## src/rtl/xlen_exu_pkg.sv

```systemverilog
package xlen_exu_pkg;
  typedef enum logic [3:0] {
    OP_ADD  = 4'd0,
    OP_SUB  = 4'd1,
    OP_SLT  = 4'd2,
    OP_SLTU = 4'd3,
    OP_SLL  = 4'd4,
    OP_SRL  = 4'd5,
    OP_SRA  = 4'd6,
    OP_ROL  = 4'd7,
    OP_ROR  = 4'd8,
    OP_AND  = 4'd9,
    OP_OR   = 4'd10,
    OP_XOR  = 4'd11
  } exu_op_e;

  typedef enum logic [1:0] {
    EXT_RAW,
    EXT_SGN,
    EXT_ZRO
  } ext_e;
endpackage

```

## src/rtl/exu_src_prep.sv

```systemverilog
module exu_src_prep
  import xlen_exu_pkg::*;
#(
  parameter int W  = 64,
  parameter int NW = 32,
  localparam int SHW = $clog2(W)
) (
  input  logic [3:0]     op_i,
  input  logic           narrow_i,
  input  logic [W-1:0]   a_i,
  input  logic [W-1:0]   b_i,
  output logic [W-1:0]   a_o,
  output logic [W-1:0]   b_o,
  output logic [SHW-1:0] shamt_o
);
  localparam int NSHW = $clog2(NW);

  ext_e ext;

  always_comb begin
    unique case (op_i)
      OP_SLT, OP_SRA:                    ext = EXT_SGN;
      OP_SLTU, OP_SRL, OP_ROL, OP_ROR:   ext = EXT_ZRO;
      default:                           ext = EXT_RAW;
    endcase
    if (!narrow_i) ext = EXT_RAW;
  end

  function automatic logic [W-1:0] cond(input logic [W-1:0] v, input ext_e e);
    unique case (e)
      EXT_SGN: cond = {{(W-NW){v[NW-1]}}, v[NW-1:0]};
      EXT_ZRO: cond = {{(W-NW){1'b0}}, v[NW-1:0]};
      default: cond = v;
    endcase
  endfunction

  always_comb begin
    a_o = cond(a_i, ext);
    b_o = cond(b_i, ext);
    // narrow amount: upper shamt bit forced clear
    if (narrow_i) shamt_o = {{(SHW-NSHW){1'b0}}, b_i[NSHW-1:0]};
    else          shamt_o = b_i[SHW-1:0];
  end
endmodule

```

## src/rtl/exu_alu.sv

```systemverilog
module exu_alu
  import xlen_exu_pkg::*;
#(
  parameter int W  = 64,
  parameter int NW = 32,
  localparam int SHW = $clog2(W)
) (
  input  logic [3:0]     op_i,
  input  logic           narrow_i,
  input  logic [W-1:0]   a_i,
  input  logic [W-1:0]   b_i,
  input  logic [SHW-1:0] shamt_i,
  output logic [W-1:0]   res_o
);
  logic [SHW:0]   inv_wide;
  logic [SHW:0]   inv_nar;
  logic [W-1:0]   rol_w, ror_w;
  logic [NW-1:0]  a_nar, rol_n, ror_n;

  assign a_nar    = a_i[NW-1:0];
  assign inv_wide = (SHW+1)'(W) - {1'b0, shamt_i};
  assign inv_nar  = (SHW+1)'(NW) - {1'b0, shamt_i};

  assign rol_w = (a_i << shamt_i) | (a_i >> inv_wide);
  assign ror_w = (a_i >> shamt_i) | (a_i << inv_wide);
  assign rol_n = (a_nar << shamt_i) | (a_nar >> inv_nar);
  assign ror_n = (a_nar >> shamt_i) | (a_nar << inv_nar);

  always_comb begin
    unique case (op_i)
      OP_ADD:  res_o = a_i + b_i;
      OP_SUB:  res_o = a_i - b_i;
      OP_SLT:  res_o = {{(W-1){1'b0}}, $signed(a_i) < $signed(b_i)};
      OP_SLTU: res_o = {{(W-1){1'b0}}, a_i < b_i};
      OP_SLL:  res_o = a_i << shamt_i;
      OP_SRL:  res_o = a_i >> shamt_i;
      OP_SRA:  res_o = W'($signed(a_i) >>> shamt_i);
      OP_ROL:  res_o = narrow_i ? {{(W-NW){1'b0}}, rol_n} : rol_w;
      OP_ROR:  res_o = narrow_i ? {{(W-NW){1'b0}}, ror_n} : ror_w;
      OP_AND:  res_o = a_i & b_i;
      OP_OR:   res_o = a_i | b_i;
      OP_XOR:  res_o = a_i ^ b_i;
      default: res_o = '0;
    endcase
  end
endmodule

```

## src/rtl/exu_res_fmt.sv

```systemverilog
module exu_res_fmt #(
  parameter int W  = 64,
  parameter int NW = 32
) (
  input  logic         narrow_i,
  input  logic [W-1:0] val_i,
  output logic [W-1:0] val_o
);
  assign val_o = narrow_i ? {{(W-NW){val_i[NW-1]}}, val_i[NW-1:0]} : val_i;
endmodule

```

## src/rtl/xlen_exu.sv

```systemverilog
module xlen_exu
  import xlen_exu_pkg::*;
#(
  parameter int XLEN  = 64,
  parameter int NLEN  = 32,
  parameter int RIDXW = 5,
  parameter int OPW   = 4
) (
  input  logic             clk_i,
  input  logic             rst_ni,
  input  logic             valid_i,
  input  logic [OPW-1:0]   op_i,
  input  logic [XLEN-1:0]  rs1_i,
  input  logic [XLEN-1:0]  rs2_i,
  input  logic [XLEN-1:0]  imm_i,
  input  logic             use_imm_i,
  input  logic             xlen32_i,
  input  logic             word_i,
  input  logic [RIDXW-1:0] rd_i,
  input  logic [XLEN-1:0]  npc_i,
  output logic             valid_o,
  output logic             we_o,
  output logic [RIDXW-1:0] rd_o,
  output logic [XLEN-1:0]  result_o,
  output logic [XLEN-1:0]  npc_o
);
  localparam int SHW = $clog2(XLEN);

  logic             narrow;
  logic [XLEN-1:0]  src_b, a_c, b_c, alu_res, res_fmt, npc_fmt;
  logic [SHW-1:0]   shamt;
  logic             wr_ok;

  assign narrow = xlen32_i | word_i;
  assign src_b  = use_imm_i ? imm_i : rs2_i;
  assign wr_ok  = valid_i && (rd_i != '0);

  exu_src_prep #(.W(XLEN), .NW(NLEN)) u_prep (
    .op_i     (op_i),
    .narrow_i (narrow),
    .a_i      (rs1_i),
    .b_i      (src_b),
    .a_o      (a_c),
    .b_o      (b_c),
    .shamt_o  (shamt)
  );

  exu_alu #(.W(XLEN), .NW(NLEN)) u_alu (
    .op_i     (op_i),
    .narrow_i (narrow),
    .a_i      (a_c),
    .b_i      (b_c),
    .shamt_i  (shamt),
    .res_o    (alu_res)
  );

  exu_res_fmt #(.W(XLEN), .NW(NLEN)) u_res_fmt (
    .narrow_i (narrow),
    .val_i    (alu_res),
    .val_o    (res_fmt)
  );

  // PC follows effective width only, never the word override
  exu_res_fmt #(.W(XLEN), .NW(NLEN)) u_pc_fmt (
    .narrow_i (xlen32_i),
    .val_i    (npc_i),
    .val_o    (npc_fmt)
  );

  always_ff @(posedge clk_i or negedge rst_ni) begin
    if (!rst_ni) begin
      valid_o  <= 1'b0;
      we_o     <= 1'b0;
      rd_o     <= '0;
      result_o <= '0;
      npc_o    <= '0;
    end else begin
      valid_o <= valid_i;
      we_o    <= wr_ok;
      if (valid_i) begin
        rd_o     <= rd_i;
        result_o <= wr_ok ? res_fmt : '0;
        npc_o    <= npc_fmt;
      end
    end
  end

  a_r3_narrow_sext: assert property (@(posedge clk_i) disable iff (!rst_ni)
    (valid_i && narrow) |=> (result_o[XLEN-1:NLEN] == {(XLEN-NLEN){result_o[NLEN-1]}}));

  a_r4_cmp_bool: assert property (@(posedge clk_i) disable iff (!rst_ni)
    (valid_i && (op_i == OP_SLT || op_i == OP_SLTU)) |=> (result_o[XLEN-1:1] == '0));

  a_r8_pc_sext: assert property (@(posedge clk_i) disable iff (!rst_ni)
    (valid_i && xlen32_i) |=> (npc_o[XLEN-1:NLEN] == {(XLEN-NLEN){npc_o[NLEN-1]}}));

  a_r8_pc_wide: assert property (@(posedge clk_i) disable iff (!rst_ni)
    (valid_i && !xlen32_i) |=> (npc_o == $past(npc_i)));

  a_r9_rd0_quiet: assert property (@(posedge clk_i) disable iff (!rst_ni)
    (valid_i && rd_i == '0) |=> (!we_o && result_o == '0));

  a_r10_valid_lat: assert property (@(posedge clk_i) disable iff (!rst_ni)
    1'b1 |=> (valid_o == $past(valid_i)));

  a_r9_we_valid: assert property (@(posedge clk_i) disable iff (!rst_ni)
    we_o |-> valid_o);
endmodule

```

## config.mk

```make
export PLATFORM = sky130hd
export DESIGN_NAME = xlen_exu
export DESIGN_NICKNAME = d
export VERILOG_FILES = /design/src/rtl/xlen_exu_pkg.sv /design/src/rtl/exu_src_prep.sv /design/src/rtl/exu_alu.sv /design/src/rtl/exu_res_fmt.sv /design/src/rtl/xlen_exu.sv
export SDC_FILE = /design/constraint.sdc
export NUM_CORES = 2
export LEC_CHECK = 0
export ABC_CLOCK_PERIOD_IN_PS = 800
export BUFFER_PORTS_ARGS = -buffer_cell sky130_fd_sc_hd__buf_2
export CAP_MARGIN = 25
export CORE_AREA = 8 8 339 341
export DETAILED_ROUTE_END_ITERATION = 10
export DIE_AREA = 0 0 347 349
export GPL_TIMING_DRIVEN = 1
export REMOVE_ABC_BUFFERS = 1
export SLEW_MARGIN = 20
export SYNTH_ARGS = -nofsm -noshare
export SYNTH_HDL_FRONTEND = slang
export SYNTH_HIERARCHICAL = 1
export SYNTH_SLANG_ARGS = --single-unit
```

## constraint.sdc

```tcl
create_clock -name clk_i -period 0.8 [get_ports clk_i]
set_input_delay 0.04 -clock clk_i [delete_from_list [all_inputs] [get_ports clk_i]]
set_output_delay 0.04 -clock clk_i [all_outputs]
set_load 0.01 [all_outputs]
```

==> flow_summary.toml <==
[synth]
synth_top_family_by_area = "multiplexers"
avgSynthCellArea_um2 = 7.64
async_flop_share = 1.00
synth_mux_area_frac = 0.300
synth_fa_ha_area_frac = 0.0615
ys_ff_latch = 135
synth_cell_types = 112
yosysTopAreaCell = "mux4_2"
seq_area_frac_synth = 0.0842
synth-main-ff-cell = "dfrtp_1"
synth_cells = 5252
synth_area_leaders = "mux4_2 (10%), mux2i_1 (9.7%), dfrtp_1 (8.4%), mux2_2 (8.0%), ha_1 (6.0%)"
synth-simple-area-share = 0.158
synth_edf_count = 0
synth_area_um2 = 40100
synth_xor_area_frac = 0.00365
synth-compound-area-share = 0.285
yosysWarnings = 6
synth_top_area_frac = 0.0999

[timing]
fin_crit_ps = 4410
fin_crit_sh = 5.52
clock_skew_ps = 0
rsz0062_at_grt = "true"
layout_setup_ws_ps = -3610
finalHoldViolations = 32
timing.hold.ws_ps = -81.1
tightest_slew_ps = 1070
fmax_ghz = 0.227
final.setup.tns_ps = -250950
setup_viol = 237
maxSlewViolCount = 0
slew_headroom = 0.285

[finish]
mostFrequentLayoutCell = "buf_4"
fin_area_um2 = 66500
utilization = 0.607
mostFrequentLayoutCells = "buf_4 (2,224), nand2_1 (481), nor2_1 (429)"
drive_gt1_frac = 0.539
fin_nets = 8013
syn_to_final_growth_pct = 65.8

[global_routing]
grt_pass1_vias = 58110
grt_overflow = 0
grt_max_degree = 74
grt_first_pass_wirelength_um = 457000
antenna_found_initial = 25
track_usage = 0.526

[pwr]
irDropWorstVdd_uv = 1480
p_seq_frac = 0.078
switching_share = 0.516
p_leak_nw = 30.9
power_density_nw_per_um2 = 1760
netSwitchingPower_mw = 60.4
intPower_mw = 56.5
pwr-share-comb = 0.848
p_clk_frac = 0.073

[routing]
viasPerCell = 6.68
drc = 0
num_vias = 60158
wl_per_cell_um = 37.5
drtPass1Iterations = 8
ant_nets = 0
wirelength_um = 338000
drtIter0Drc = 9628

[status]
violations = "hold timing, setup timing"
status = "complete, but fails checks"

[critical_path]
end_kind = "flip-flop"
rrSetupSlack_ps = -160
critPathLaunchType = "primary input"
cp_max_fo = 8
path_cells = "buf_16 > buf_4 > mux2_4 > inv_1 > ha_1 > inv_1 > buf_4 > nor4_2 > buf_4 > o21a_1 > o2111ai_2 > a21oi_1 > buf_4 > a21boi_2 > o21a_1 > o21bai_1 > o221ai_1 > a211o_4 > buf_6 > buf_16 > mux2_4 > mux2i_2 > a21oi_1"
cp_top_family = "compound AO/OA/AOI/OAI gates"
slowest_stage = "a211o_4"
ff2ff_path_depth = 3
worstPathArrival_ps = 4760
worstSetupPathType = "in -> reg"
critPathBufInv = 9
critPathMostFrequentCell = "buf_4"
r2r_end = "result_o[37]"
timing.rr.start = "result_o[37]"
crit_required_ps = 1140
critPathMaxStageDelay_ps = 470

[cts]
cts_tree = "built"
insertion_delay_ps = 470
clk_path_buf_depth = 2
cts_made_buffers = 17
htreeDepth = 4
hold_buffers = 38
root_buffer = "clkbuf_16"
clkSinkCount = 135
clkTransAtPathRegs_ps = 80

[floorplan]
die_h_um = 349
die_area_um2 = 121000
rows = 122
ios = 406
die_x_um = 347
initial_utilization = 0.366
core-area_um2 = 110000

[placed_design]
portBuffers = 405
placed_area_um2 = 58600
gp_congestion = 1.20
post-dp-hpwl_um = 272000

[worst_hold_path]
min_from = "npc_i[58]"
min_path_type = "in -> reg"
min_path_cells = 3
min_to = "npc_o[58]"

[flow_run]
cap_violations = 0
==> per-stage QoR <==
step | std cells | worst slack, ps | total power, mW
2_1_floorplan | 4629 | -11480 | 41.3
3_5_place_dp | 8705 | -4580 | 90.3
4_1_cts | 8950 | -3320 | 108
3_3_place_gp | 8705 | -4530 | 90.0
6_report | 9006 | -3610 | 117
5_1_grt | 8988 | -3650 | 118
==> how the worst max path moves through the flow <==
stage          startpoint      endpoint  depth (start not counted)
3_3_place_gp      op_i[1]  result_o[47]                         25
3_5_place_dp     xlen32_i  result_o[63]                         25
4_1_cts          xlen32_i  result_o[48]                         25
6_report        use_imm_i  result_o[37]                         23
5_1_grt           op_i[2]  result_o[59]                         25
2_1_floorplan   use_imm_i  result_o[61]                         15
==> cells by family (layout without fill, tap and decap cells) <==
family	after synthesis	in the layout
multiplexers	913	913
XOR/XNOR	15	15
flip-flops	135	135
other	0	21
AO/OA/AOI/OAI	1730	1730
AND/OR/NAND/NOR	1437	1438
adder cells (fa/ha/maj)	196	196
buffers and inverters	826	3132
==> cell type report <==
class / instances / area (um2)
fillers: 9885 / 43100
multi-input cells: 4292 / 36400
repair buffers: 2897 / 23500
flip-flops and latches: 135 / 3380
well taps: 1426 / 1780
inverters: 203 / 785
clock buffers: 17 / 425
clock inverters: 15 / 184
diodes: 21 / 52.6
==> worst reg2reg max path, delay by kind of cell (launching register included) <==
family                 cells  cell delay [ps]
buffers and inverters      1              150
AOI/OAI and AO/OA          1               70
DFF                        1              400
muxes                      1              220
==> synthesized netlist by cell type, types with 27 or more instances <==
cell type / number
a211oi_1: 79
a21o_1: 35
a21oi_1: 461
a221o_1: 27
a221oi_1: 57
a31oi_1: 58
and2_1: 32
buf_1: 34
buf_2: 123
buf_4: 182
buf_6: 48
clkbuf_1: 235
dfrtp_1: 135
ha_1: 194
inv_1: 197
mux2_2: 284
mux2_4: 61
mux2i_1: 387
mux4_2: 178
nand2_1: 548
nand2b_1: 31
nand3_1: 78
nor2_1: 472
nor2b_1: 32
nor3_1: 90
o211ai_1: 80
o21ai_0: 334
o21bai_1: 39
o221ai_1: 64
o22a_1: 34
o22ai_1: 134
o31ai_1: 35
or3_1: 30
==> metal layers <==
layer | global-route usage | vias up | routed length (um)
li1 | - | 24271 | -
met1 | 0.631 | 28980 | 123000
met2 | 0.728 | 5409 | 131000
met3 | 0.230 | 1476 | 49300
met4 | 0.413 | 22 | 34500
met5 | 0.00320 | - | 234
==> power by group through the flow <==
stage	Sequential [mW]	Combinational, mW	Clock, mW
after global routing	9.28	99.8	8.92
after detailed placement	9.04	81.3	0
after CTS	9.03	90.4	8.64
after global placement	8.99	81.0	0
after floorplan	9.48	31.8	0
final	9.17	99.2	8.58
==> state kept, by name (all words and copies together), names as in the netlist <==
name      flops
valid_o       1
result_o     64
we_o          1
rd_o          5
npc_o        64
==> what timing repair did <==
action                                 CTS  global route
setup buffers                          175            39
cloned                                  14             1
pin swaps                              172           130
gates resized for setup                812           286
setup endpoints to repair              231           239
endpoints found under the hold margin  205            32
(Power assumes the default switching activity.)
